$ cat src/rtl/stsrc_pkg.sv
package stsrc_pkg;
    typedef enum logic [1:0] {
        ST_EMPTY,
        ST_GAP,
        ST_DRIVE
    } stsrc_state_e;
endpackage

$ cat src/rtl/stsrc_ready_window.sv
module stsrc_ready_window #(
    parameter int RL = 2
) (
    input  logic clk,
    input  logic rst,
    input  logic ready_i,
    output logic allow_o,
    output logic xfer_ok_o
);
    generate
        if (RL == 0) begin : g_direct
            assign allow_o   = 1'b1;
            assign xfer_ok_o = ready_i;
        end else begin : g_delayed
            logic [RL-1:0] hist;
            always_ff @(posedge clk) begin
                if (rst) hist <= '0;
                else     hist <= (hist << 1) | RL'(ready_i);
            end
            assign allow_o   = hist[RL-1];
            assign xfer_ok_o = hist[RL-1];
        end
    endgenerate
endmodule

$ cat src/rtl/stsrc_gap_counter.sv
module stsrc_gap_counter #(
    parameter int IW = 4
) (
    input  logic          clk,
    input  logic          rst,
    input  logic          load_i,
    input  logic [IW-1:0] load_val_i,
    input  logic          step_i,
    output logic          last_o
);
    logic [IW-1:0] cnt;

    always_ff @(posedge clk) begin
        if (rst)         cnt <= '0;
        else if (load_i) cnt <= load_val_i;
        else if (step_i && cnt != '0) cnt <= cnt - 1'b1;
    end

    assign last_o = (cnt == IW'(1));
endmodule

$ cat src/rtl/stsrc_lat_counter.sv
module stsrc_lat_counter #(
    parameter int LW = 8
) (
    input  logic          clk,
    input  logic          rst,
    input  logic          start_i,
    input  logic          run_i,
    input  logic          capture_i,
    output logic [LW-1:0] value_o
);
    logic [LW-1:0] run_cnt;

    always_ff @(posedge clk) begin
        if (rst) begin
            run_cnt <= '0;
            value_o <= '0;
        end else begin
            if (start_i)
                run_cnt <= LW'(1);
            else if (run_i && run_cnt != '1)
                run_cnt <= run_cnt + 1'b1;
            if (capture_i)
                value_o <= run_cnt;
        end
    end
endmodule

$ cat src/rtl/stream_source.sv
module stream_source
    import stsrc_pkg::*;
#(
    parameter int DW = 16,
    parameter int IW = 4,
    parameter int LW = 8,
    parameter int RL = 2
) (
    input  logic          clk,
    input  logic          rst,
    input  logic          cmd_valid,
    output logic          cmd_ready,
    input  logic [DW-1:0] cmd_data,
    input  logic [IW-1:0] cmd_idles,
    input  logic          snk_ready,
    output logic          src_valid,
    output logic [DW-1:0] src_data,
    output logic          ev_drive,
    output logic          ev_ready_rise,
    output logic          ev_ready_fall,
    output logic          ev_done,
    output logic [LW-1:0] lat_cycles
);
    stsrc_state_e state, state_nx;
    logic [DW-1:0] word_q;
    logic          allow, xfer_ok, gap_last;
    logic          cmd_take, beat_done, enter_drive;
    logic          rdy_q, drove_q;

    assign cmd_ready   = (state == ST_EMPTY);
    assign cmd_take    = cmd_valid && cmd_ready;
    assign src_valid   = (state == ST_DRIVE) && allow;
    assign beat_done   = src_valid && xfer_ok;
    assign enter_drive = (state_nx == ST_DRIVE) && (state != ST_DRIVE);
    assign src_data    = word_q;

    stsrc_ready_window #(.RL(RL)) u_window (
        .clk       (clk),
        .rst       (rst),
        .ready_i   (snk_ready),
        .allow_o   (allow),
        .xfer_ok_o (xfer_ok)
    );

    stsrc_gap_counter #(.IW(IW)) u_gap (
        .clk        (clk),
        .rst        (rst),
        .load_i     (cmd_take),
        .load_val_i (cmd_idles),
        .step_i     (state == ST_GAP),
        .last_o     (gap_last)
    );

    stsrc_lat_counter #(.LW(LW)) u_lat (
        .clk       (clk),
        .rst       (rst),
        .start_i   (enter_drive),
        .run_i     ((state == ST_DRIVE) && !beat_done),
        .capture_i (beat_done),
        .value_o   (lat_cycles)
    );

    // next-state logic
    always_comb begin
        state_nx = state;
        unique case (state)
            ST_EMPTY: if (cmd_take)  state_nx = (cmd_idles == '0) ? ST_DRIVE : ST_GAP;
            ST_GAP:   if (gap_last)  state_nx = ST_DRIVE;
            ST_DRIVE: if (beat_done) state_nx = ST_EMPTY;
            default:                 state_nx = ST_EMPTY;
        endcase
    end

    // state register
    always_ff @(posedge clk) begin
        if (rst) state <= ST_EMPTY;
        else     state <= state_nx;
    end

    // registered outputs and event pulses
    always_ff @(posedge clk) begin
        if (rst) begin
            word_q        <= '0;
            rdy_q         <= 1'b0;
            drove_q       <= 1'b0;
            ev_drive      <= 1'b0;
            ev_ready_rise <= 1'b0;
            ev_ready_fall <= 1'b0;
            ev_done       <= 1'b0;
        end else begin
            if (cmd_take) word_q <= cmd_data;
            rdy_q         <= snk_ready;
            ev_ready_rise <= snk_ready && !rdy_q;
            ev_ready_fall <= !snk_ready && rdy_q;
            ev_drive      <= src_valid && !drove_q;
            ev_done       <= beat_done;
            if (beat_done)      drove_q <= 1'b0;
            else if (src_valid) drove_q <= 1'b1;
        end
    end
endmodule

$ cat config.mk
export PLATFORM = sky130hd
export DESIGN_NAME = stream_source
export DESIGN_NICKNAME = d
export VERILOG_FILES = /design/src/rtl/stsrc_pkg.sv /design/src/rtl/stsrc_ready_window.sv /design/src/rtl/stsrc_gap_counter.sv /design/src/rtl/stsrc_lat_counter.sv /design/src/rtl/stream_source.sv
export SDC_FILE = /design/constraint.sdc
export NUM_CORES = 1
export LEC_CHECK = 0
export CAP_MARGIN = 0
export CORE_UTILIZATION = 40
export DETAILED_ROUTE_END_ITERATION = 6
export PLACE_DENSITY = 0.69
export SETUP_SLACK_MARGIN = 0.15
export SLEW_MARGIN = 25
export SYNTH_ARGS = -nofsm -noshare
export SYNTH_HDL_FRONTEND = slang
export SYNTH_SLANG_ARGS = --single-unit
$ cat constraint.sdc
create_clock -name clk -period 1.9 [get_ports clk]
set_clock_uncertainty 0.05 [all_clocks]
set_input_delay 0.285 -clock clk [delete_from_list [all_inputs] [get_ports clk]]
set_output_delay 0.285 -clock clk [all_outputs]
set_load 0.01 [all_outputs]
==> results.toml, run 1 <==
[route]
drc = 0
drtAntennaViolNets = 0
route.met2.wl_um = 1820
wire_per_inst_um = 12.1
drt-total-wl_um = 3860
vias_per_cell = 4.96
highest_layer = "met4"
detailroute.via_count = 1581
route.met3.wl_um = 114
firstDrtPassIters = 3
drt_iter0_drc = 76
wl_met1_um = 1900

[timing]
setup_tns_ps = 0
rsz0062_at_grt = "no"
relSlewSlack_pct = 73.7
final-setup-viol-count = 0
fmax_ghz = 0.602
fin_ws_ps = 238
slew_viol_final = 0
period_share_pct = 87.4
finalHoldViolCount = 0
post-route-min-period_ps = 1660
worst_pin_slew_ps = 395

[synth]
synth_cells = 205
synth.distinct_cells = 48
synth.avg_cell_area_sq_um = 9.05
synth-seq-cells = 45
synth_common_cells = "dfxtp_1, nand2_1, a21oi_1"
synth_warnings = 0
synthFlopType = "dfxtp_1"
synth_area_leaders = "dfxtp_1, nand2_1, a21oi_1"
synth-edff-count = 0
syn_area_sq_mm = 0.00186
yosysTopAreaCellShare_pct = 48.6
ys_seq_area_share_pct = 48.6
synth_top_area_cell = "dfxtp_1"
synth.most_common_cell = "dfxtp_1"
syn_nets = 232
async_flop_share_pct = 0

[placed_design]
hpwlAfterDp_um = 2820
gp_congestion = 0.766
port_buffers = 53
place_ws_ps = 9.46
dpl-instance-area_sq_mm = 0.00250

[worst_setup_path]
cp.required_ps = 2080
critPathLaunchType = "flip-flop"
slowest_stage = "or3_1"
cp.arrival_ps = 1840
end_kind = "flip-flop"
cp_top_family = "simple AND/OR/NAND/NOR gates"
crit_type = "reg2reg"
path_max_fanout = 7
cp_slowest_stage_delay_ps = 350
worst-path-buf-inv = 2
crit_chain = "inv_1 -> ha_1 -> nor4bb_1 -> and2_1 -> or3_1 -> buf_12 -> nor3_2"

[grt]
grt_pass1_wl_um = 6800
antenna_found_initial = 0
grt_max_degree = 38
overflow = 0
grtUsageTotal_pct = 17.1
grt_pass1_vias = 1510

[final_layout]
nets = 293
drive_gt1_share_pct = 13.5
diodes = 0
finalInstanceArea_sq_mm = 0.00260
fin_util_pct = 58.8
area_growth_pct = 40.0

[cts]
cts_hold_buf = 0
htree_levels = 2
clkTransAtPathRegs_ps = 90
cts_buffers = 5
tritoncts = "built"
clock_sinks = 45
cts-root-buf = "clkbuf_8"
clockBufferDepth = 2
postCtsSetupBuffers = 0
clk_latency_ps = 300

[floorplan]
start_util_pct = 42.0
die_area_sq_mm = 0.00492
die_h_um = 70.1
core-area_sq_mm = 0.00441
die_x_um = 70.1
ios = 54
rows = 24

[power]
power_density_mw_per_mm2 = 748
leakage_nw = 1.03
irDropWorstVdd_uv = 365

[hold_path]
hp-class = "reg2reg"

[outcome]
status = "finished clean"

[job]
maxCapViolCount = 0
## layer usage
metal	up-vias	track usage, %
met4	0	6.00
met5	-	0
li1	825	-
met2	28	28.6
met3	4	2.89
met1	724	22.1
## layout by cell type, fill, tap and decap left out, types with 2 or more instances in the layout
cell              n
nand2b_1          2
or3_1             2
nand2_1          35
nor2b_1           4
nand3b_1          2
dfxtp_2           2
a211oi_1          2
dfxtp_1          42
nand4_1           2
ha_1              3
xor2_1            2
o21ai_0           2
and2_1            2
mux2i_1           9
inv_1             6
buf_4            12
nor4b_1           2
nor2_1           18
clkdlybuf4s50_1  51
a211oi_2          2
clkbuf_8          5
a21oi_1          21
nor3_1            6
dlygate4sd2_1     2
## state kept, by name (all words and copies together) (netlist names)
register,cells
u_gap.cnt,4
drove_q,1
u_lat.value_o,8
ev_ready_rise,1
ev_ready_fall,1
u_window.g_delayed.hist,2
ev_drive,1
state,2
src_data,16
u_lat.run_cnt,8
ev_done,1
## kinds of logic (layout without fill, tap and decap cells)
group,count (synthesis),after routing,share of synthesized area [%]
XOR/XNOR,2,2,0.944
AO/OA/AOI/OAI,38,38,13.3
flip-flops,45,45,48.6
multiplexers,10,10,5.46
adder cells (fa/ha/maj),3,3,2.02
buffers and inverters,18,80,4.59
AND/OR/NAND/NOR,89,89,25.2
## metrics by stage
stage / std cells / power (mW) / hold slack [ps]
after floorplan: 205 / 1.21 / 307
after global placement: 311 / 1.37 / 344
after detailed placement: 311 / 1.38 / 351
after CTS: 319 / 1.98 / 364
after global routing: 319 / 2.07 / 378
final: 319 / 1.94 / 359
## where the power goes
| group | switching [mW] | total (mW) | internal (mW) | leakage (nW) |
|---|---|---|---|---|
| Sequential | 0.0370 | 1.03 | 0.990 | 0.368 |
| Clock | 0.331 | 0.592 | 0.261 | 0.0445 |
| Combinational | 0.144 | 0.324 | 0.180 | 0.616 |
| Total | 0.512 | 1.94 | 1.43 | 1.03 |
## worst paths after layout
path | from | end | slack (ps) | cells after the start
setup / recovery | u_gap.cnt[1]$_SDFFE_PP0P_ | u_lat.run_cnt[6]$_SDFFE_PP0P_ | 240 | 7
hold / removal | u_window.g_delayed.hist[0]$_SDFF_PP0_ | ev_ready_rise$_SDFF_PP0_ | 360 | 1
setup reg to reg | u_gap.cnt[1]$_SDFFE_PP0P_ | u_lat.run_cnt[6]$_SDFFE_PP0P_ | 240 | 7
hold reg to reg | u_window.g_delayed.hist[0]$_SDFF_PP0_ | ev_ready_rise$_SDFF_PP0_ | 360 | 1
## cell type report
class	count	area (sq um)
timing repair buffer	66	638
clock buffer	5	68.8
inverter	6	22.5
tap	52	65.1
sequential	45	907
fill	401	1820
clock inverter	3	21.3
multi-input combinational	142	875
## what timing repair did
| item | CTS | global route |
|---|---|---|
| gates resized for setup | 4 | 2 |
| setup endpoints to repair | 2 | 2 |
| cloned | 0 | 0 |
(Power assumes the default switching activity.)
==> run 2, diff against run 1 <==
PLACE_DENSITY = 0.72   (was 0.69)
clock period = 1.5 ns   (was 1.9 ns; I/O delays follow)
==> run 2 against run 1 <==
Net effect: the flow now finishes with violations (negative setup slack); non-clock buffer count up 27; via count up 14%; global-route usage up 3.3 points; count of clock-buffer cells in the layout up 1; register-to-register slack worse by 360 ps; sequential cell count unchanged; final cell count up 8.5%; critical endpoint unchanged.
==> results.toml, run 2 (synthesis results as in run 1) <==
[floorplan]
ios = 54
core-area_sq_mm = 0.00441
die_area_sq_mm = 0.00492
die_x_um = 70.1
rows = 24
start_util_pct = 42.0
die_h_um = 70.1

[timing]
final-setup-viol-count = 8
rsz0062_at_grt = "yes"
relSlewSlack_pct = 77.4
slew_viol_final = 0
worst_pin_slew_ps = 339
setup_tns_ps = -551
fin_ws_ps = -121
post-route-min-period_ps = 1620
period_share_pct = 108
fmax_ghz = 0.617
finalHoldViolCount = 0

[job]
maxCapViolCount = 0

[hold_path]
hp-class = "in2reg"
min_path_cells = 3
hold_start = "cmd_idles[0]"
whs_endpoint = "u_gap.cnt[0]$_SDFFE_PP0P_"

[final_layout]
layout_common_cells = "dfxtp_1, dlygate4sd2_1, buf_4"
drive_gt1_share_pct = 41.2
nets = 320
diodes = 0
nFillCells = 321
largest_register_ffs = 16
area_growth_pct = 73.5
final_common_cell = "dfxtp_1"

[route]
vias_per_cell = 5.21
drt_iter0_drc = 60
drc = 0
wire_per_inst_um = 15.7
detailroute.via_count = 1801
drtAntennaViolNets = 0
drt-total-wl_um = 5440
firstDrtPassIters = 4

[cts]
htree_levels = 2
clock_sinks = 45
clk_latency_ps = 310
clockBufferDepth = 2
clkTransAtPathRegs_ps = 90
tritoncts = "built"
cts-root-buf = "clkbuf_8"
cts_buffers = 5
cts_hold_buf = 0

[worst_setup_path]
reg2reg_from = "u_gap.cnt[1]$_SDFFE_PP0P_"
cp.arrival_ps = 1810
rr_worst_depth = 7
slowest_stage = "dfxtp_2"
end_kind = "flip-flop"
crit_type = "reg2reg"
crit_path_start = "u_gap.cnt[1]$_SDFFE_PP0P_"
cp_slowest_stage_delay_ps = 350
path_max_fanout = 7
reg2reg_slack_ps = -120
critPathLaunchType = "flip-flop"
r2r_end = "u_lat.run_cnt[6]$_SDFFE_PP0P_"
cp.required_ps = 1690
crit_chain = "inv_2 -> ha_4 -> nor4bb_4 -> and2_4 -> or3_4 -> buf_12 -> nor3_4"

[placed_design]
place_ws_ps = -369
gp_congestion = 0.870
hpwlAfterDp_um = 3080
port_buffers = 53

[grt]
overflow = 0
grt_pass1_vias = 1682
antenna_found_initial = 0
grt_pass1_wl_um = 7870
grt_max_degree = 25
grtUsageTotal_pct = 20.4

[power]
internal_power_mw = 2.08
p_clk_share_pct = 30.4
seq_power_share_pct = 44.8
irDropWorstVdd_uv = 613
p_sw_share_pct = 28.8
power_density_mw_per_mm2 = 905
leakage_nw = 1.43
switchingPower_mw = 0.839
p_comb_share_pct = 24.9
p_total_mw = 2.91

[outcome]
violations = "negative setup slack"
status = "complete, but fails checks"
[run 2: cell types whose count changed in the layout (fill, tap and decap cells not counted), moves of 3 or more]
cell / change
a21oi_1: -14
nand2_1: -13
nor3_1: -3
inv_1: -4
a21oi_2: +14
buf_6: +12
ha_1: -3
dlygate4sd2_1: +29
clkdlybuf4s50_1: -32
nand2_4: +12
clkbuf_16: +3
inv_2: +3
buf_4: +12
[run 2: routing by layer]
layer | GRT usage (%) | wire length, um | vias to the layer above
met5 | 0 | 0 | -
met4 | 6.67 | 152 | 0
met3 | 4.91 | 166 | 15
met2 | 35.6 | 2930 | 36
met1 | 24.5 | 2190 | 858
li1 | - | - | 892
[run 2: how the worst max path moves through the flow]
| stage | endpoint | slack (ps) | cells past startpoint |
|---|---|---|---|
| after floorplan | u_lat.run_cnt[6]$_SDFFE_PP0P_ | -40 | 7 |
| after global placement | u_lat.run_cnt[6]$_SDFFE_PP0P_ | -340 | 6 |
| after detailed placement | u_lat.run_cnt[6]$_SDFFE_PP0P_ | -370 | 6 |
| after CTS | u_lat.run_cnt[6]$_SDFFE_PP0P_ | -100 | 7 |
| after global routing | u_lat.run_cnt[6]$_SDFFE_PP0P_ | -170 | 7 |
| final | u_lat.run_cnt[6]$_SDFFE_PP0P_ | -120 | 7 |
[run 2: stage by stage]
step | area, sq um | hold WS [ps] | util (%) | instances
after CTS | 2870 | 325 | 65.1 | 338
after floorplan | 1900 | 247 | - | 205
after detailed placement | 2680 | 348 | 60.8 | 329
after global routing | 3220 | 258 | 72.9 | 346
final | 3220 | 243 | 72.9 | 346
after global placement | 2680 | 343 | 60.8 | 329
[run 2: cell type report]
type	instances	area (sq um)	share of cell area [%]
sequential	45	915	28.4
timing repair buffer	93	905	28.1
clock inverter	2	16.3	0.505
multi-input combinational	142	1200	37.3
clock buffer	6	93.8	2.91
tap	52	65.1	2.02
inverter	6	25.0	0.777
[run 2: what timing repair did]
item,in CTS,in global routing
endpoints found under the setup margin,67,39
hold endpoints to repair,0,0
cloned,0,2
pin swaps,8,34
buffers inserted,1,6
resized for setup,66,64
[run 2: worst max-delay path: cells and delay by family (launching register included)]
| kind | cells | cell delay (ps) |
|---|---|---|
| AND/OR/NAND/NOR | 4 | 800 |
| flip-flops | 1 | 350 |
| buffers and inverters | 2 | 200 |
| adder cells (fa/ha/maj) | 1 | 150 |
[run 2: power by group through the flow]
stage / logic, mW / clock network [mW] / registers, mW
after global routing: 0.778 / 0.940 / 1.31
after CTS: 0.567 / 0.889 / 1.30
after global placement: 0.506 / 0 / 1.33
final: 0.724 / 0.886 / 1.30
after detailed placement: 0.513 / 0 / 1.33
after floorplan: 0.218 / 0 / 1.34
